$ cat config.mk
export PLATFORM = sky130hd
export DESIGN_NAME = dpsk_bit_recover
export DESIGN_NICKNAME = d
export VERILOG_FILES = /design/src/rtl/dpsk_pkg.sv /design/src/rtl/dpsk_phase_tracker.sv /design/src/rtl/dpsk_serializer.sv /design/src/rtl/dpsk_descrambler.sv /design/src/rtl/dpsk_bit_recover.sv
export SDC_FILE = /design/constraint.sdc
export NUM_CORES = 1
export LEC_CHECK = 0
export CAP_MARGIN = 15
export CORE_MARGIN = 5
export CORE_UTILIZATION = 35
export DETAILED_ROUTE_END_ITERATION = 10
export DONT_BUFFER_PORTS = 1
export HOLD_SLACK_MARGIN = 0.1
export SYNTH_ARGS = -nofsm -noshare
export SYNTH_HDL_FRONTEND = slang
export SYNTH_HIERARCHICAL = 1
export SYNTH_SLANG_ARGS = --single-unit
$ cat constraint.sdc
create_clock -name clk -period 4.3 [get_ports clk]
set_clock_uncertainty 0.05 [all_clocks]
set_input_delay 0.43 -clock clk [delete_from_list [all_inputs] [get_ports clk]]
set_output_delay 0.43 -clock clk [all_outputs]
set_load 0.03 [all_outputs]
$ cat src/rtl/dpsk_pkg.sv
package dpsk_pkg;
  typedef enum logic {
    MODE_DBPSK = 1'b0,
    MODE_DQPSK = 1'b1
  } dpsk_mode_e;

  localparam int QUAD_W = 2;

  // Phase change (in quadrants) to bit pair; bit 1 of the result goes out first.
  function automatic logic [1:0] quad_to_pair(input logic [QUAD_W-1:0] d);
    return {d[1], d[1] ^ d[0]};
  endfunction
endpackage

$ cat src/rtl/dpsk_phase_tracker.sv
module dpsk_phase_tracker #(
  parameter int QW = 2
) (
  input  logic          clk,
  input  logic          rst_n,
  input  logic          clr,
  input  logic          take,
  input  logic          rot_rev,
  input  logic [QW-1:0] phase,
  output logic [QW-1:0] delta,
  output logic          have_ref
);
  logic [QW-1:0] prev_q;
  logic          ref_q;

  always_ff @(posedge clk) begin
    if (!rst_n) begin
      prev_q <= '0;
      ref_q  <= 1'b0;
    end else if (clr) begin
      ref_q  <= 1'b0;
    end else if (take) begin
      prev_q <= phase;
      ref_q  <= 1'b1;
    end
  end

  // Modulo arithmetic wraps naturally at QW bits.
  always_comb begin
    if (rot_rev) delta = prev_q - phase;
    else         delta = phase - prev_q;
  end

  assign have_ref = ref_q;
endmodule

$ cat src/rtl/dpsk_serializer.sv
module dpsk_serializer #(
  parameter  int MAXB = 2,
  localparam int CW   = $clog2(MAXB + 1)
) (
  input  logic            clk,
  input  logic            rst_n,
  input  logic            clr,
  input  logic            load,
  input  logic [MAXB-1:0] bits,
  input  logic [CW-1:0]   nbits,
  input  logic            pop,
  output logic            head,
  output logic            busy
);
  logic [MAXB-1:0] sh_q;
  logic [CW-1:0]   cnt_q;

  always_ff @(posedge clk) begin
    if (!rst_n) begin
      sh_q  <= '0;
      cnt_q <= '0;
    end else if (clr) begin
      sh_q  <= '0;
      cnt_q <= '0;
    end else if (load) begin
      sh_q  <= bits;
      cnt_q <= nbits;
    end else if (pop && cnt_q != '0) begin
      sh_q  <= sh_q << 1;
      cnt_q <= cnt_q - CW'(1);
    end
  end

  assign head = sh_q[MAXB-1];
  assign busy = (cnt_q != '0);
endmodule

$ cat src/rtl/dpsk_descrambler.sv
module dpsk_descrambler #(
  parameter int LEN   = 7,
  parameter int TAP_A = 4,
  parameter int TAP_B = 7
) (
  input  logic clk,
  input  logic rst_n,
  input  logic clr,
  input  logic shift,
  input  logic din,
  output logic dout
);
  logic [LEN-1:0] hist;

  // Stage 0 holds the newest received bit; stage i is i+1 bits old.
  for (genvar i = 0; i < LEN; i++) begin : g_stage
    always_ff @(posedge clk) begin
      if (!rst_n || clr) hist[i] <= 1'b0;
      else if (shift)    hist[i] <= (i == 0) ? din : hist[(i == 0) ? 0 : i-1];
    end
  end

  assign dout = din ^ hist[TAP_A-1] ^ hist[TAP_B-1];
endmodule

$ cat src/rtl/dpsk_bit_recover.sv
module dpsk_bit_recover #(
  parameter int SCR_LEN  = 7,
  parameter int TAP_NEAR = 4,
  parameter int TAP_FAR  = 7
) (
  input  logic       clk,
  input  logic       rst_n,
  input  logic       start_i,
  input  logic       mode_qpsk_i,
  input  logic       rot_rev_i,
  input  logic       sym_valid_i,
  input  logic [1:0] sym_phase_i,
  output logic       sym_ready_o,
  output logic       bit_valid_o,
  output logic       bit_data_o,
  input  logic       bit_ready_i,
  output logic       odd_err_o
);
  import dpsk_pkg::*;

  localparam int MAXB = 2;
  localparam int CW   = $clog2(MAXB + 1);

  dpsk_mode_e        mode;
  logic [QUAD_W-1:0] delta;
  logic              have_ref;
  logic              busy;
  logic              take;
  logic              load;
  logic              pop;
  logic              head;
  logic [MAXB-1:0]   load_bits;
  logic [CW-1:0]     load_n;
  logic              err_q;

  assign mode        = dpsk_mode_e'(mode_qpsk_i);
  assign sym_ready_o = !busy && !start_i;
  assign take        = sym_valid_i && sym_ready_o;
  assign load        = take && have_ref;
  assign pop         = bit_valid_o && bit_ready_i;
  assign bit_valid_o = busy;

  always_comb begin
    if (mode == MODE_DQPSK) begin
      load_bits = quad_to_pair(delta);
      load_n    = CW'(2);
    end else begin
      load_bits = {delta[1], 1'b0};
      load_n    = CW'(1);
    end
  end

  dpsk_phase_tracker #(.QW(QUAD_W)) trk_i (
    .clk      (clk),
    .rst_n    (rst_n),
    .clr      (start_i),
    .take     (take),
    .rot_rev  (rot_rev_i),
    .phase    (sym_phase_i),
    .delta    (delta),
    .have_ref (have_ref)
  );

  dpsk_serializer #(.MAXB(MAXB)) ser_i (
    .clk   (clk),
    .rst_n (rst_n),
    .clr   (start_i),
    .load  (load),
    .bits  (load_bits),
    .nbits (load_n),
    .pop   (pop),
    .head  (head),
    .busy  (busy)
  );

  dpsk_descrambler #(.LEN(SCR_LEN), .TAP_A(TAP_NEAR), .TAP_B(TAP_FAR)) dsc_i (
    .clk   (clk),
    .rst_n (rst_n),
    .clr   (start_i),
    .shift (pop),
    .din   (head),
    .dout  (bit_data_o)
  );

  always_ff @(posedge clk) begin
    if (!rst_n || start_i)                              err_q <= 1'b0;
    else if (load && mode == MODE_DBPSK && delta[0])    err_q <= 1'b1;
  end

  assign odd_err_o = err_q;
endmodule

==> summary.txt, run 1 <==
Layout
  – Commonest non-fill, non-tap cell in the layout: dfxtp_1
  – ANT cells: 0
  – Layout area overhead: 5.01%
  – Nets@finish: 96
  – FF/Latch Area: 300 µm²
  – Final instance area: 813 µm²
  – Area of the multi-input gates: 414 µm²
  – Share of cells above drive strength 1: 8.43%
  – Most frequent cells in the layout: dfxtp_1 (15), nor2_1 (10), mux2i_1 (10), inv_1 (9), xnor2_1 (5)
  – Filler cells: 241

Synth
  – Syn. warnings: 6
  – Unique masters post-synth: 25
  – Cell taking the most area after synthesis: dfxtp_1
  – Syn_area_per_cell: 9.56 µm²
  – Syn Nets: 93
  – Yosys top cell area share: 38.8%
  – FF+latch count, synth: 15
  – Seq/Total Area, Yosys: 38.8%
  – Cells after Synth: 81
  – Area contributors post-synth: dfxtp_1 (39%), mux2i_1 (13%), xnor2_1 (5.7%)
  – Post-synthesis cell area: 774 µm²

Placement
  – Placed cell areas: 787 µm²
  – GP Congestion: 0.664
  – PortBufs: 0
  – Pre-CTS WS: 2.18 ns
  – DP HPWL: 1030 µm

Global route
  – Gr usage total: 8.95%
  – Initial antenna violation count: 0
  – Largest net degree at the start of global routing: 10
  – Vias in the first global route: 548
  – Total gr overflow: 0
  – First-pass GRT wire length: 2240 µm

Critical path
  – Largest fanout on the critical path: 8
  – Critical path origin: ser_i/cnt_q[0]$_SDFFE_PP0P_
  – Crit start category: flip-flop
  – R2R cell count: 7
  – Crit. End Element: flip-flop
  – R2R Setup Slk: 2.17 ns
  – Worst path required time: 4.42 ns
  – R2R Path Start: ser_i/cnt_q[0]$_SDFFE_PP0P_
  – Setup CP Type: flip-flop to flip-flop
  – Critical Path End: ser_i/sh_q[1]$_SDFFE_PP0P_
  – Arr. time, crit path: 2.25 ns
  – Reg2reg end: ser_i/sh_q[1]$_SDFFE_PP0P_

Timing
  – Slew Viols, Final: 0
  – Fin crit share: 49.5%
  – Setup TNS: 0 ns
  – Final setup violation count: 0
  – Max Freq: 470 MHz
  – Setup ws final: 2.17 ns
  – Fin crit period: 2.13 ns
  – Worst rel slew slack: 54.6%
  – RSZ-0062 raised after global routing: no
  – Final Hold Viols: 0
  – Worst-Margin Slew: 0.677 ns

Routing
  – Vias: 519
  – WL/cell: 11.4 µm
  – Routed Antenna Nets: 0
  – Vias per cell: 4.68
  – Post-Route WL: 1270 µm
  – Number of DRC markers in iteration 0: 3
  – Initial DRT Pass Iterations: 3
  – DRC violations left: 0

Power
  – PD cells: 292 nW/µm²
  – Leakage: 0.309 nW
  – Clock power frac: 32.8%
  – P_int: 0.185 mW
  – Psw: 0.0528 mW
  – VDD IR max: 0.000127 V
  – Sw frac: 22.2%
  – Register share of total power: 59.2%
  – Combinational group share of total power: 8.0%

Floorplan
  – Die width: 57.0 µm
  – Rows: 17
  – Starting Density: 35.7%
  – Die area: 3250 µm²
  – Core Footprint: 2170 µm²
  – Die Y: 57.0 µm
  – Ports: 13

Clocking
  – Post-CTS setup buffers: 0
  – Worst-Skew Late Latency: 0.27 ns
  – Maximum clock path buffer count: 2
  – Cts bufs inserted: 3
  – CTS tree: yes
  – CTS H-tree depth: 1
  – Root Buffer: clkbuf_4
  – Hold-fix buffers, CTS: 0
  – TritonCTS sink count: 15
  – Clock Pin Slew Worst Setup and Hold Paths: 0.09 ns
  – PostCTS Resize Cnt: 0

Job
  – Max_cap viols: 0

Hold path
  – Hold WC Path Type: primary input to flip-flop

Run status
  – Status: finished clean
[logic make-up (layout without fill, tap and decap cells)]
kind of cell | count (synthesis) | in the layout | share of synthesized area [%]
AOI/OAI and AO/OA | 7 | 7 | 5.33
xor gates and xnor gates | 6 | 6 | 6.79
adders and majority gates | 3 | 3 | 4.85
buffers and inverters | 12 | 14 | 7.75
DFF | 15 | 15 | 38.8
muxes | 11 | 11 | 14.4
and+or+nand+nor | 27 | 27 | 22.1
[area by class of cell]
| class | count | share of cell area, % |
|---|---|---|
| Multi-Input combinational cell | 54 | 50.9 |
| Tap cell | 28 | 4.31 |
| Inverter | 10 | 4.62 |
| Clock buffer | 4 | 3.23 |
| Sequential cell | 15 | 36.9 |
[through the flow]
stage / util (%) / instances / hold slack [ns] / total power [mW]
finish: 37.5 / 111 / 0.165 / 0.238
global route: 37.5 / 111 / 0.145 / 0.252
CTS: 37.5 / 111 / 0.155 / 0.241
detailed placement: 36.3 / 107 / 0.432 / 0.163
global placement: 36.3 / 107 / 0.429 / 0.163
floorplan: - / 81 / 0.406 / 0.161
[Yosys cell counts]
cell type	n
nor3b_1	1
ha_1	3
inv_1	9
inv_2	1
a21oi_1	3
a31oi_1	1
dfxtp_1	15
nor2b_1	1
xor2_1	1
xnor2_1	5
nand2b_4	1
nand2_1	2
and2_1	3
nand3b_1	3
mux2i_1	10
nor2b_4	1
buf_6	2
or2b_2	1
mux2_1	1
o21a_1	2
o21ai_1	1
nand4bb_1	2
nand2b_1	1
or3_1	1
nor2_1	10
[worst min path at each step]
stage | start | end | slack [ns] | cells after the start
after floorplan | ser_i/sh_q[0]$_SDFFE_PP0P_ | ser_i/sh_q[0]$_SDFFE_PP0P_ | 0.41 | 2
after global placement | dsc_i/hist[4]$_SDFFE_PP0P_ | dsc_i/hist[4]$_SDFFE_PP0P_ | 0.43 | 2
after detailed placement | dsc_i/hist[0]$_SDFFE_PP0P_ | dsc_i/hist[1]$_SDFFE_PP0P_ | 0.43 | 2
after CTS | start_i | trk_i/have_ref$_SDFFE_PP0P_ | 0.16 | 1
after global routing | start_i | trk_i/have_ref$_SDFFE_PP0P_ | 0.14 | 1
final | start_i | trk_i/have_ref$_SDFFE_PP0P_ | 0.16 | 1
[state kept, by name, summed over array words and instances, names as in the netlist]
register / cells
dsc_i/hist: 7
odd_err_o: 1
ser_i/cnt_q: 2
ser_i/sh_q: 2
trk_i/have_ref: 1
trk_i/prev_q: 2
[power groups by stage]
stage / Sequential [mW] / Clock (mW) / Combinational, mW
global route: 0.141 / 0.0892 / 0.0214
finish: 0.141 / 0.0781 / 0.0189
CTS: 0.141 / 0.0816 / 0.0191
detailed placement: 0.144 / 0 / 0.0191
global placement: 0.144 / 0 / 0.0189
floorplan: 0.144 / 0 / 0.0173
[critical path, cell delays in order, from the launching register on]
cell and delay (ns):
dfxtp_1 0.35, inv_1 0.05, ha_1 0.20, inv_1 0.26, and2_1 0.49, nand2b_4 0.12, mux2_1 0.33, o21a_1 0.16
[per-layer routing]
metal	GRT usage [%]	routed length (µm)	up-vias
met3	4.30	92	2
met2	15.5	650	8
met1	8.68	510	241
li1	-	-	268
met5	0	0	-
met4	4.97	15	0
Note: power is estimated with default switching activity, not from simulation.
==> run 2: changes to the inputs <==
--- a/config.mk
+++ b/config.mk
@@ -5,6 +5,7 @@
 export SDC_FILE = /design/constraint.sdc
 export NUM_CORES = 1
 export LEC_CHECK = 0
+export ABC_AREA = 1
 export CAP_MARGIN = 15
 export CORE_MARGIN = 5
 export CORE_UTILIZATION = 35
==> constraint.sdc (replaced) <==
create_clock -name clk -period 1.88 [get_ports clk]
set_clock_uncertainty 0.05 [all_clocks]
set_input_delay 0.188 -clock clk [delete_from_list [all_inputs] [get_ports clk]]
set_output_delay 0.188 -clock clk [all_outputs]
set_load 0.03 [all_outputs]
==> run 2 against run 1 <==
Synthesized area rose by 9.5%. Cell count rose by 56%. Sequential cell count did not move. Critical path type unchanged. Highest routed layer unchanged. Critical path depth rose by 3.
==> summary.txt, run 2 <==
Run status
  – Status: finished clean

Critical path
  – CP max-delay cell: dfxtp_1
  – R2R Path Start: ser_i/cnt_q[0]$_SDFFE_PP0P_
  – Crit path max-delay family: simple AND/OR/NAND/NOR gates
  – Setup CP Type: flip-flop to flip-flop
  – Crit path top cell by count: inv_1
  – Crit. End Element: flip-flop
  – Critical path origin: ser_i/cnt_q[0]$_SDFFE_PP0P_
  – Critical path buffers and inverters: 4 (+2)
  – Worst path required time: 2.02 ns (-2.40 ns)
  – Critical path cell sequence: inv_1 > ha_1 > inv_1 > nor2_2 > and3_2 > inv_2 > nand2_2 > inv_1 > nor2_1 > nor2_1
  – CP max stage delay: 0.33 ns (-0.16 ns)
  – Crit start category: flip-flop
  – Largest fanout on the critical path: 6 (-2)
  – Arr. time, crit path: 1.86 ns (-0.39 ns)

Timing
  – Setup ws final: 0.154 ns (-2.02 ns)
  – Hold slack: 0.119 ns (-0.0452 ns)
  – Worst rel slew slack: 72.7% (+18 points)
  – Setup TNS: 0 ns (unchanged)
  – RSZ-0062 raised after global routing: no
  – Final Hold Viols: 0 (unchanged)
  – Final setup violation count: 0 (unchanged)
  – Worst-Margin Slew: 0.410 ns (-0.267 ns)
  – Fin crit share: 91.8% (+42 points)
  – Slew Viols, Final: 0 (unchanged)
  – Fin crit period: 1.73 ns (-0.402 ns)
  – Max Freq: 579 MHz (+23%)

Synth
  – Asr flop ratio synth: 0% (unchanged)
  – Syn. warnings: 6 (unchanged)
  – Cells after Synth: 133 (+64%)
  – Unique masters post-synth: 19 (-24%)
  – Area contributors post-synth: dfxtp_1 (35%), nand2_1 (22%), inv_1 (11%)
  – Post-synthesis cell area: 848 µm² (+9.5%)
  – Count leader, synth: nand2_1
  – Cell taking the most area after synthesis: dfxtp_1
  – Yosys top cell area share: 35.4% (-3.4 points)
  – Seq/Total Area, Yosys: 35.4% (-3.4 points)
  – Syn_area_per_cell: 6.38 µm² (-33%)
  – FF+latch count, synth: 15 (unchanged)
  – Syn Nets: 145 (+56%)
  – Number of flops mapped to enable cells by yosys: 0 (unchanged)
  – Commonest cells in the synthesized netlist: nand2_1 (49), inv_1 (25), dfxtp_1 (15)
  – Main flop type after synthesis: dfxtp_1

Layout
  – Final instance area: 988 µm² (+22%)
  – Most frequent cells in the layout: nand2_1 (49), inv_1 (25), dfxtp_1 (15), nor2_1 (12)
  – Most flop-heavy register: dsc_i/hist
  – Fin util: 43.8% (+6.4 points)
  – Share of cells above drive strength 1: 11.0% (+2.6 points)
  – Area of the multi-input gates: 439 µm² (+6.0%)
  – Commonest non-fill, non-tap cell in the layout: nand2_1
  – Largest register FFs: 7 (unchanged)
  – Layout area overhead: 16.5%
  – Nets@finish: 158 (+65%)
  – ANT cells: 0 (unchanged)
  – Fin cells: 173 (+56%)
  – FF/Latch Area: 300 µm² (unchanged)
  – Filler cells: 243 (+0.83%)

Placement
  – Pre-CTS WS: 0.176 ns (-2.00 ns)
  – PortBufs: 0 (unchanged)
  – GP Congestion: 0.822 (+24%)
  – DP HPWL: 1210 µm (+17%)
  – Placed cell areas: 887 µm² (+13%)
  – Cells after DPL: 162 (+51%)

Job
  – Max_cap viols: 0 (unchanged)

Global route
  – First-pass GRT wire length: 2790 µm (+25%)
  – Initial antenna violation count: 0 (unchanged)
  – Total gr overflow: 0 (unchanged)
  – Largest net degree at the start of global routing: 10 (unchanged)
  – Vias in the first global route: 736 (+34%)
  – Gr usage total: 10.3% (+1.4 points)

Clocking
  – TritonCTS sink count: 15 (unchanged)
  – Cts bufs inserted: 3 (unchanged)
  – Clock Pin Slew Worst Setup and Hold Paths: 0.09 ns (about the same)
  – CTS tree: yes
  – CTS H-tree depth: 1 (unchanged)
  – Root Buffer: clkbuf_4
  – Worst-Skew Late Latency: 0.28 ns (about the same)
  – Maximum clock path buffer count: 2 (unchanged)
  – Post-CTS setup buffers: 0 (unchanged)

Routing
  – Vias per cell: 4.39 (-6.2%)
  – WL/cell: 9.13 µm (-20%)
  – Vias: 759 (+46%)
  – Initial DRT Pass Iterations: 4 (+1)
  – Post-Route WL: 1580 µm (+25%)
  – Routed Antenna Nets: 0 (unchanged)
  – DRC violations left: 0 (unchanged)
  – Number of DRC markers in iteration 0: 19 (+16)

Floorplan
  – Rows: 17 (unchanged)
  – Die width: 59.2 µm (+3.8%)
  – Die Y: 59.2 µm (+3.8%)
  – Core Footprint: 2250 µm² (+3.9%)
  – Ports: 13 (unchanged)
  – Starting Density: 37.6% (+1.9 points)
  – Die area: 3510 µm² (+7.8%)

Power
  – PD cells: 583 nW/µm² (+100%)
  – Leakage: 0.457 nW (+48%)
  – Pwr Total: 0.576 mW (+140%)
  – VDD IR max: 0.000371 V (+190%)

Hold path
  – Hold WC Path Type: primary input to flip-flop
  – HP Start: mode_qpsk_i
run 2: changes by cell type in the layout (fill, tap and decap cells not counted), sizes merged, moves of 3 or more:
| cell | before | now |
|---|---|---|
| a21oi | 3 | 8 |
| and2 | 3 | 0 |
| dlygate4sd3 | 0 | 7 |
| inv | 10 | 27 |
| mux2i | 10 | 0 |
| nand2 | 2 | 51 |
| nand3 | 0 | 5 |
| nand3b | 3 | 0 |
| nor2 | 10 | 16 |
| xnor2 | 5 | 1 |
run 2: logic make-up (layout without fill, tap and decap cells):
kind of cell,after synthesis,after routing,synth area share [%]
AOI/OAI and AO/OA,11,11,6.79
xor gates and xnor gates,1,1,1.03
adders and majority gates,3,3,4.43
buffers and inverters,28,40,13.3
DFF,15,15,35.4
and+or+nand+nor,75,75,39.1
run 2: timing repair:
action	CTS	global route
setup endpoints to repair	0	1
hold buffers	7	1
endpoints found under the hold margin	8	1
resized for setup	0	1
run 2: metal layers:
layer	GRT usage, %	share of wire (%)	vias to the layer above
li1	-	-	421
met5	0	0	-
met4	4.85	0.76	0
met3	3.70	5.2	2
met1	10.5	46	325
met2	18.6	48	11
run 2: final timing paths:
path,endpoint,slack (ns),cells past startpoint
max reg2reg,ser_i/cnt_q[1]$_SDFFE_PP0P_,0.15,10
min reg2reg,dsc_i/hist[3]$_SDFFE_PP0P_,0.41,2
max,ser_i/cnt_q[1]$_SDFFE_PP0P_,0.15,10
min,ser_i/cnt_q[1]$_SDFFE_PP0P_,0.12,4
run 2: final cells by class:
class,count,share of cell area (%)
multi-input cells,90,44.4
clock inverters,1,0.506
well taps,28,3.54
flip-flops and latches,15,30.4
clock buffers,3,2.28
inverters,27,10.3
repair buffers,9,8.61
run 2: report_power, final:
| group | internal (mW) | switching, mW | total (mW) |
|---|---|---|---|
| Sequential | 0.321 | 0.00251 | 0.323 |
| Combinational | 0.0308 | 0.0415 | 0.0723 |
| Clock | 0.0788 | 0.102 | 0.181 |
run 2: worst reg2reg max path, stage by stage (launching register included):
cell and delay [ns]:
dfxtp_1 0.33, inv_1 0.06, ha_1 0.14, inv_1 0.06, nor2_2 0.33, and3_2 0.33, inv_2 0.08, nand2_2 0.08
inv_1 0.05, nor2_1 0.08, nor2_1 0.04
